### config.mk
export PLATFORM = sky130hd
export DESIGN_NAME = pwr_wake_ctrl
export DESIGN_NICKNAME = d
export VERILOG_FILES = /design/src/rtl/pwc_pkg.sv /design/src/rtl/pwc_ctrl_reg.sv /design/src/rtl/pwc_wake_eval.sv /design/src/rtl/pwc_fsm.sv /design/src/rtl/pwr_wake_ctrl.sv
export SDC_FILE = /design/constraint.sdc
export NUM_CORES = 1
export LEC_CHECK = 0
export BUFFER_PORTS_ARGS = -buffer_cell sky130_fd_sc_hd__buf_4
export CORE_ASPECT_RATIO = 1.4
export CORE_UTILIZATION = 40
export DETAILED_ROUTE_END_ITERATION = 8
export GPL_TIMING_DRIVEN = 0
export PLACE_DENSITY = 0.73
export SLEW_MARGIN = 5
export SYNTH_ARGS = -nofsm -noshare
export SYNTH_HDL_FRONTEND = slang
export SYNTH_SLANG_ARGS = --single-unit
### constraint.sdc
create_clock -name clk_i -period 3.1 [get_ports clk_i]
set_clock_uncertainty 0.2 [all_clocks]
set_input_delay 0.31 -clock clk_i [delete_from_list [all_inputs] [get_ports clk_i]]
set_output_delay 0.31 -clock clk_i [all_outputs]
set_load 0.05 [all_outputs]
### src/rtl/pwc_pkg.sv
package pwc_pkg;
  typedef enum logic [2:0] {S_RUN, S_IDLE, S_PDOWN, S_WARM, S_WAKE} pwc_state_e;

  localparam int unsigned BIT_IDL  = 0;
  localparam int unsigned BIT_PD   = 1;
  localparam int unsigned BIT_RSV  = 4;
  localparam int unsigned BIT_POL  = 5;
  localparam int unsigned IE_GLOB  = 7;
  localparam int unsigned NUM_SRC  = 6;
  localparam int unsigned ID_W     = $clog2(NUM_SRC);
  // sources able to end power-down: ext0, tmr0, ext1, tmr1
  localparam logic [NUM_SRC-1:0] PD_SRC_MASK = 6'b001111;
endpackage

### src/rtl/pwc_ctrl_reg.sv
module pwc_ctrl_reg
  import pwc_pkg::*;
(
  input  logic       clk_i,
  input  logic       rst_ni,
  input  logic       wr_en_i,
  input  logic [7:0] wdata_i,
  input  logic       clr_mode_i,
  output logic [7:0] q_o
);
  logic [7:0] q;
  localparam logic [7:0] WR_MASK = ~(8'h01 << BIT_RSV);

  always_ff @(posedge clk_i or negedge rst_ni) begin
    if (!rst_ni) q <= '0;
    else if (wr_en_i) q <= wdata_i & WR_MASK;
    else if (clr_mode_i) begin
      q[BIT_IDL] <= 1'b0;
      q[BIT_PD]  <= 1'b0;
    end
  end

  assign q_o = q;

  p_mode_clear_r11: assert property (@(posedge clk_i) disable iff (!rst_ni)
    clr_mode_i |=> (q_o[BIT_IDL] == 1'b0) && (q_o[BIT_PD] == 1'b0));
  p_keep_flags_r11: assert property (@(posedge clk_i) disable iff (!rst_ni)
    clr_mode_i |=> q_o[7:2] == $past(q_o[7:2]));
endmodule

### src/rtl/pwc_wake_eval.sv
module pwc_wake_eval
  import pwc_pkg::*;
(
  input  logic               clk_i,
  input  logic               rst_ni,
  input  logic [NUM_SRC-1:0] src_i,
  input  logic [7:0]         ie_i,
  input  logic               policy_i,
  input  logic               pd_mode_i,
  output logic               wake_o,
  output logic               vector_o,
  output logic [ID_W-1:0]    vec_id_o
);
  logic [NUM_SRC-1:0] relevant, enabled;
  logic unused_ie;
  assign unused_ie = ie_i[6];

  assign relevant = pd_mode_i ? (src_i & PD_SRC_MASK) : src_i;
  assign enabled  = relevant & ie_i[NUM_SRC-1:0] & {NUM_SRC{ie_i[IE_GLOB]}};
  assign wake_o   = policy_i ? |relevant : |enabled;
  assign vector_o = !policy_i;

  // lowest index wins
  always_comb begin
    vec_id_o = '0;
    for (int i = NUM_SRC - 1; i >= 0; i--) begin
      if (enabled[i]) vec_id_o = ID_W'(i);
    end
  end

  p_masked_no_vector_r6: assert property (@(posedge clk_i) disable iff (!rst_ni)
    (wake_o && vector_o) |-> ie_i[IE_GLOB]);
  p_pd_sources_r8: assert property (@(posedge clk_i) disable iff (!rst_ni)
    (pd_mode_i && wake_o) |-> |(src_i & PD_SRC_MASK));
endmodule

### src/rtl/pwc_fsm.sv
module pwc_fsm
  import pwc_pkg::*;
#(
  parameter int unsigned STAB_CYC = 16
) (
  input  logic            clk_i,
  input  logic            rst_ni,
  input  logic            wr_en_i,
  input  logic            wr_idl_i,
  input  logic            wr_pd_i,
  input  logic            wake_i,
  input  logic            vector_i,
  input  logic [ID_W-1:0] vec_id_i,
  output logic            run_o,
  output logic            pd_mode_o,
  output logic            clr_mode_o,
  output logic            cpu_clk_en_o,
  output logic            osc_en_o,
  output logic            vec_req_o,
  output logic            resume_o,
  output logic [ID_W-1:0] vec_id_o
);
  localparam int unsigned CW = $clog2(STAB_CYC + 1);
  localparam logic [CW-1:0] CNT_LOAD = CW'(STAB_CYC - 1);

  pwc_state_e      state_q, state_d;
  logic [CW-1:0]   cnt_q;
  logic            kind_q;
  logic [ID_W-1:0] id_q;
  logic            detect;

  assign detect = ((state_q == S_IDLE) || (state_q == S_PDOWN)) && wake_i;

  always_comb begin
    state_d = state_q;
    unique case (state_q)
      S_RUN:   if (wr_en_i && wr_pd_i) state_d = S_PDOWN;
               else if (wr_en_i && wr_idl_i) state_d = S_IDLE;
      S_IDLE:  if (wake_i) state_d = S_WAKE;
      S_PDOWN: if (wake_i) state_d = S_WARM;
      S_WARM:  if (cnt_q == '0) state_d = S_WAKE;
      S_WAKE:  state_d = S_RUN;
      default: state_d = S_RUN;
    endcase
  end

  always_ff @(posedge clk_i or negedge rst_ni) begin
    if (!rst_ni) begin
      state_q <= S_RUN;
      cnt_q   <= '0;
      kind_q  <= 1'b0;
      id_q    <= '0;
    end else begin
      state_q <= state_d;
      if (detect) begin
        kind_q <= vector_i;
        id_q   <= vector_i ? vec_id_i : '0;
      end
      if (state_q == S_PDOWN) cnt_q <= CNT_LOAD;
      else if (state_q == S_WARM && cnt_q != '0) cnt_q <= cnt_q - 1'b1;
    end
  end

  assign run_o        = (state_q == S_RUN);
  assign pd_mode_o    = (state_q == S_PDOWN);
  assign clr_mode_o   = (state_d == S_WAKE);
  assign cpu_clk_en_o = (state_q == S_RUN) || (state_q == S_WAKE);
  assign osc_en_o     = (state_q != S_PDOWN);
  assign vec_req_o    = (state_q == S_WAKE) && kind_q;
  assign resume_o     = (state_q == S_WAKE) && !kind_q;
  assign vec_id_o     = vec_req_o ? id_q : '0;

  p_pulse_clk_r5: assert property (@(posedge clk_i) disable iff (!rst_ni)
    (vec_req_o || resume_o) |-> cpu_clk_en_o);
  p_single_pulse_r5: assert property (@(posedge clk_i) disable iff (!rst_ni)
    (vec_req_o || resume_o) |=> !(vec_req_o || resume_o));
  p_one_kind_r7: assert property (@(posedge clk_i) disable iff (!rst_ni)
    $onehot0({vec_req_o, resume_o}));
  p_osc_first_r10: assert property (@(posedge clk_i) disable iff (!rst_ni)
    !osc_en_o |-> !cpu_clk_en_o);
  p_no_direct_wake_r10: assert property (@(posedge clk_i) disable iff (!rst_ni)
    $rose(osc_en_o) |-> !(vec_req_o || resume_o));
  p_enter_pd_r4: assert property (@(posedge clk_i) disable iff (!rst_ni)
    (run_o && wr_en_i && wr_pd_i) |=> (!osc_en_o && !cpu_clk_en_o));
  p_enter_idle_r3: assert property (@(posedge clk_i) disable iff (!rst_ni)
    (run_o && wr_en_i && wr_idl_i && !wr_pd_i) |=> (osc_en_o && !cpu_clk_en_o));
endmodule

### src/rtl/pwr_wake_ctrl.sv
module pwr_wake_ctrl
  import pwc_pkg::*;
#(
  parameter int unsigned STAB_CYC = 16
) (
  input  logic       clk_i,
  input  logic       rst_ni,
  input  logic       reg_we_i,
  input  logic [7:0] reg_wdata_i,
  output logic [7:0] reg_rdata_o,
  input  logic [1:0] ext_int_ni,
  input  logic [1:0] tmr_flag_i,
  input  logic       ser_flag_i,
  input  logic       tmr2_flag_i,
  input  logic [7:0] irq_en_i,
  output logic       cpu_clk_en_o,
  output logic       osc_en_o,
  output logic       vec_req_o,
  output logic [2:0] vec_id_o,
  output logic       resume_o
);
  logic [7:0]         ctrl_q;
  logic [NUM_SRC-1:0] src;
  logic               run, pd_mode, clr_mode, wake, vector, wr_ok;
  logic [ID_W-1:0]    eval_id, out_id;

  // source order: ext0, tmr0, ext1, tmr1, serial, tmr2
  assign src   = {tmr2_flag_i, ser_flag_i, tmr_flag_i[1], ~ext_int_ni[1],
                  tmr_flag_i[0], ~ext_int_ni[0]};
  assign wr_ok = reg_we_i && run;

  pwc_ctrl_reg i_reg (
    .clk_i, .rst_ni,
    .wr_en_i   (wr_ok),
    .wdata_i   (reg_wdata_i),
    .clr_mode_i(clr_mode),
    .q_o       (ctrl_q)
  );

  pwc_wake_eval i_eval (
    .clk_i, .rst_ni,
    .src_i    (src),
    .ie_i     (irq_en_i),
    .policy_i (ctrl_q[BIT_POL]),
    .pd_mode_i(pd_mode),
    .wake_o   (wake),
    .vector_o (vector),
    .vec_id_o (eval_id)
  );

  pwc_fsm #(.STAB_CYC(STAB_CYC)) i_fsm (
    .clk_i, .rst_ni,
    .wr_en_i     (wr_ok),
    .wr_idl_i    (reg_wdata_i[BIT_IDL]),
    .wr_pd_i     (reg_wdata_i[BIT_PD]),
    .wake_i      (wake),
    .vector_i    (vector),
    .vec_id_i    (eval_id),
    .run_o       (run),
    .pd_mode_o   (pd_mode),
    .clr_mode_o  (clr_mode),
    .cpu_clk_en_o(cpu_clk_en_o),
    .osc_en_o    (osc_en_o),
    .vec_req_o   (vec_req_o),
    .resume_o    (resume_o),
    .vec_id_o    (out_id)
  );

  assign vec_id_o    = 3'(out_id);
  assign reg_rdata_o = ctrl_q;

  p_sleep_write_ignored_r2: assert property (@(posedge clk_i) disable iff (!rst_ni)
    (!cpu_clk_en_o && reg_we_i) |=> (reg_rdata_o == $past(reg_rdata_o)));
endmodule

==> flow_metrics.py <==
metrics = {
    "critical_path": {
        "critical_path_buf_inv_count": 1,
        "crit_fanout": 3,
        "r2r_start": "i_fsm.cnt_q[0]$_DFFE_PN0P_",
        "r2r-end": "i_reg.q_o[0]$_DFFE_PN0P_",
        "crit_family": "simple AND/OR/NAND/NOR gates",
        "worst-endpoint-required_ns": 3.07,
        "start_kind": "flip-flop",
        "cpPeakStageDelay_ns": 0.48,
        "startpoint": "i_fsm.cnt_q[0]$_DFFE_PN0P_",
        "reg2reg_depth": 7,
        "worst-setup-path-type": "flip-flop to flip-flop",
        "reg2reg_slack_ns": 0.96,
        "endpoint_kind": "flip-flop",
        "worstSetupEndpoint": "i_reg.q_o[0]$_DFFE_PN0P_",
        "cp_data_arrival_time_ns": 2.11,
        "cp_num_cells": 7,
        "crit_chain": "inv_1 -> ha_1 -> or4b_4 -> nor3b_1 -> a21oi_1 -> a211oi_2 -> nor2_1",
        "cpMaxStageDelayCell": "or4b_4",
    },
    "floorplan": {
        "rows": 22,
        "fp.coreArea_um2": 2640,
        "start_util_pct": 42.8,
        "fp.dieH_um": 64.9,
        "die_w_um": 46.9,
        "pin_count": 40,
        "die_area_um2": 3040,
    },
    "synthesis": {
        "ys_ff_latch": 19,
        "yosysMostFrequentCell": "dfrtp_1",
        "postSynthCellCount": 112,
        "postSynthAreaPerCell_um2": 10.1,
        "ys_warn_count": 0,
        "synthTopCellsByCount": "dfrtp_1, a21oi_1, nand2_1",
        "synth-edff-count": 0,
        "synth_area_leaders": "dfrtp_1, mux2_2, a21oi_1",
        "async_flop_share_pct": 100,
        "synth-seq-area-share_pct": 42.1,
        "synthFlopType": "dfrtp_1",
        "syn_area_um2": 1130,
        "yosys.area.top_type": "dfrtp_1",
        "synth_cell_types": 42,
        "synth.top_cell.area_share_pct": 42.1,
        "synthesis.nets": 138,
    },
    "place": {
        "hpwl_mm": 1.89,
        "globalplace.congestion": 0.707,
        "port_buffers": 36,
        "pre_cts_slack_ns": 0.979,
    },
    "route": {
        "routed_wl_mm": 2.37,
        "drt_iter0_markers": 8,
        "drt-wirelength-per-cell_um": 12.5,
        "drtAntennaViolNets": 0,
        "dr.pass1.iters": 4,
        "drc": 0,
        "vias": 968,
        "vias_per_cell": 5.12,
    },
    "cts": {
        "path_clk_slew_ns": 0.10,
        "cts_num_sinks": 19,
        "cts.repair.resized": 0,
        "postCtsHoldBufs": 1,
        "postCtsSetupRepairBufs": 0,
        "cts-root-buf": "clkbuf_4",
        "htreeDepth": 1,
        "clockBufferDepth": 2,
        "clock_latency_ns": 0.28,
        "cts_buffers": 3,
        "cts_tree": "done",
    },
    "power_and_ir_drop": {
        "power.leakage_uw": 0.000685,
        "power_frac_clock_pct": 8.6,
        "power_density_nw_per_um2": 904,
        "sw_frac_of_total_pct": 46.7,
        "power.net_switching_uw": 626,
        "ir_drop_mv": 0.604,
        "internal_power_uw": 714,
        "combPwrFrac_pct": 61.3,
        "p_seq_share_pct": 30.1,
    },
    "timing": {
        "period_needed_ns": 2.14,
        "relSlewSlack_pct": 41.0,
        "worstMarginPinSlew_ns": 0.882,
        "fmax_mhz": 467,
        "maxSlewViolCount": 0,
        "setup_viol": 0,
        "layout_setup_ws_ns": 0.959,
        "hold_violations": 0,
        "period_share_pct": 69.1,
        "tns_ns": 0,
        "rsz0062_at_grt": "no",
    },
    "grt": {
        "gr-total-overflow": 0,
        "grt_pass1_wl_mm": 3.91,
        "grt_util_met1_pct": 20.3,
        "use_met3_pct": 1.11,
        "first_global_vias": 954,
        "grt.total_usage_pct": 16.9,
        "grtUsageMet2_pct": 30.4,
        "antenna_found_initial": 0,
        "grt_busiest_layer": "met2",
        "grt_max_degree": 20,
    },
    "run": {
        "cap_violations": 0,
    },
    "finish": {
        "drive_above_1_share_pct": 38.6,
        "area_delta_synth_final_pct": 31.2,
        "diodes": 0,
        "finalNetCount": 180,
    },
    "run_status": {
        "status": "complete, no violations",
    },
    "hold_path": {
        "hold_path_class": "primary input to flip-flop",
    },
}
[worst min-delay path by stage]
| stage | start | endpoint | cells past startpoint |
|---|---|---|---|
| after floorplan | rst_ni | i_fsm.cnt_q[0]$_DFFE_PN0P_ | 0 |
| after global placement | rst_ni | i_fsm.id_q[1]$_DFFE_PN0P_ | 1 |
| after detailed placement | rst_ni | i_reg.q_o[7]$_DFFE_PN0N_ | 1 |
| after CTS | reg_wdata_i[3] | i_reg.q_o[3]$_DFFE_PN0N_ | 2 |
| after global routing | reg_wdata_i[3] | i_reg.q_o[3]$_DFFE_PN0N_ | 2 |
| final | reg_wdata_i[3] | i_reg.q_o[3]$_DFFE_PN0N_ | 2 |
[layout by cell type (no fill, tap or decap), types with 2 or more instances in the layout]
cell      netlist  routed
xnor2_1         3       3
o21ai_0         4       4
inv_1           3       3
clkbuf_4        0       3
nand3b_1        2       2
nand2_1         9       9
nor4_1          2       2
a22o_1          2       2
buf_6           2       2
mux2_2          5       5
nor2b_1         2       2
or2_2           2       2
nor2_1          6       6
and2_1          5       5
a21o_1          2       2
nand2b_1        2       2
nand3_1         4       4
dfrtp_1        19      19
nor3b_1         3       3
a21oi_1        10      10
buf_4           3      39
[cell type report]
| class | instances | area (µm²) |
|---|---|---|
| Timing Repair Buffer | 37 | 280 |
| Inverter | 3 | 11.3 |
| Tap cell | 36 | 45.0 |
| Clock inverter | 1 | 5.00 |
| Multi-Input combinational cell | 84 | 593 |
| Sequential cell | 19 | 475 |
| Fill cell | 255 | 1160 |
| Buffer | 6 | 50.0 |
| Clock buffer | 3 | 22.5 |
[metrics by stage]
step	cell area (µm²)	std cells	hold WS (ns)	util (%)	power [µW]
2_1_floorplan	1130	112	-0.186	-	1010
3_3_place_gp	1450	184	-0.00692	54.7	1210
3_5_place_dp	1450	184	-0.00485	54.7	1230
4_1_cts	1480	189	0.0430	56.1	1350
5_1_grt	1480	189	0.0370	56.1	1430
6_report	1480	189	0.0538	56.1	1340
[per-layer routing]
| metal | routed length [µm] | vias up |
|---|---|---|
| met3 | 105 | 2 |
| met4 | 14 | 0 |
| met2 | 1240 | 31 |
| met1 | 1010 | 458 |
| met5 | 0 | - |
| li1 | - | 477 |
[flip-flops by register name, indices dropped and copies added (netlist names)]
signal and cells:
i_fsm.state_q 3, i_fsm.kind_q 1, i_fsm.cnt_q 5, i_fsm.id_q 3
i_reg.q_o 7
[power by group through the flow]
stage | Sequential [µW] | Combinational (µW) | Clock [µW]
6_report | 403 | 822 | 115
5_1_grt | 414 | 879 | 133
4_1_cts | 403 | 829 | 123
3_5_place_dp | 407 | 827 | 0
3_3_place_gp | 400 | 808 | 0
2_1_floorplan | 524 | 487 | 0
[worst register-to-register path, cell delays in order, from the launching register on]
cell,delay [ns]
dfrtp_1,0.40
inv_1,0.10
ha_1,0.18
or4b_4,0.48
nor3b_1,0.21
a21oi_1,0.07
a211oi_2,0.30
nor2_1,0.09
[logic make-up (layout without fill, tap and decap cells)]
group,after synthesis,count (layout),synth area share [%]
adder cells (fa/ha/maj),1,1,1.11
multiplexers,6,6,5.87
AO/OA/AOI/OAI,28,28,19.0
XOR/XNOR,3,3,2.33
flip-flops,19,19,42.1
AND/OR/NAND/NOR,45,45,23.8
other,1,1,0.332
buffers and inverters,9,50,5.43
(Power assumes the default switching activity.)
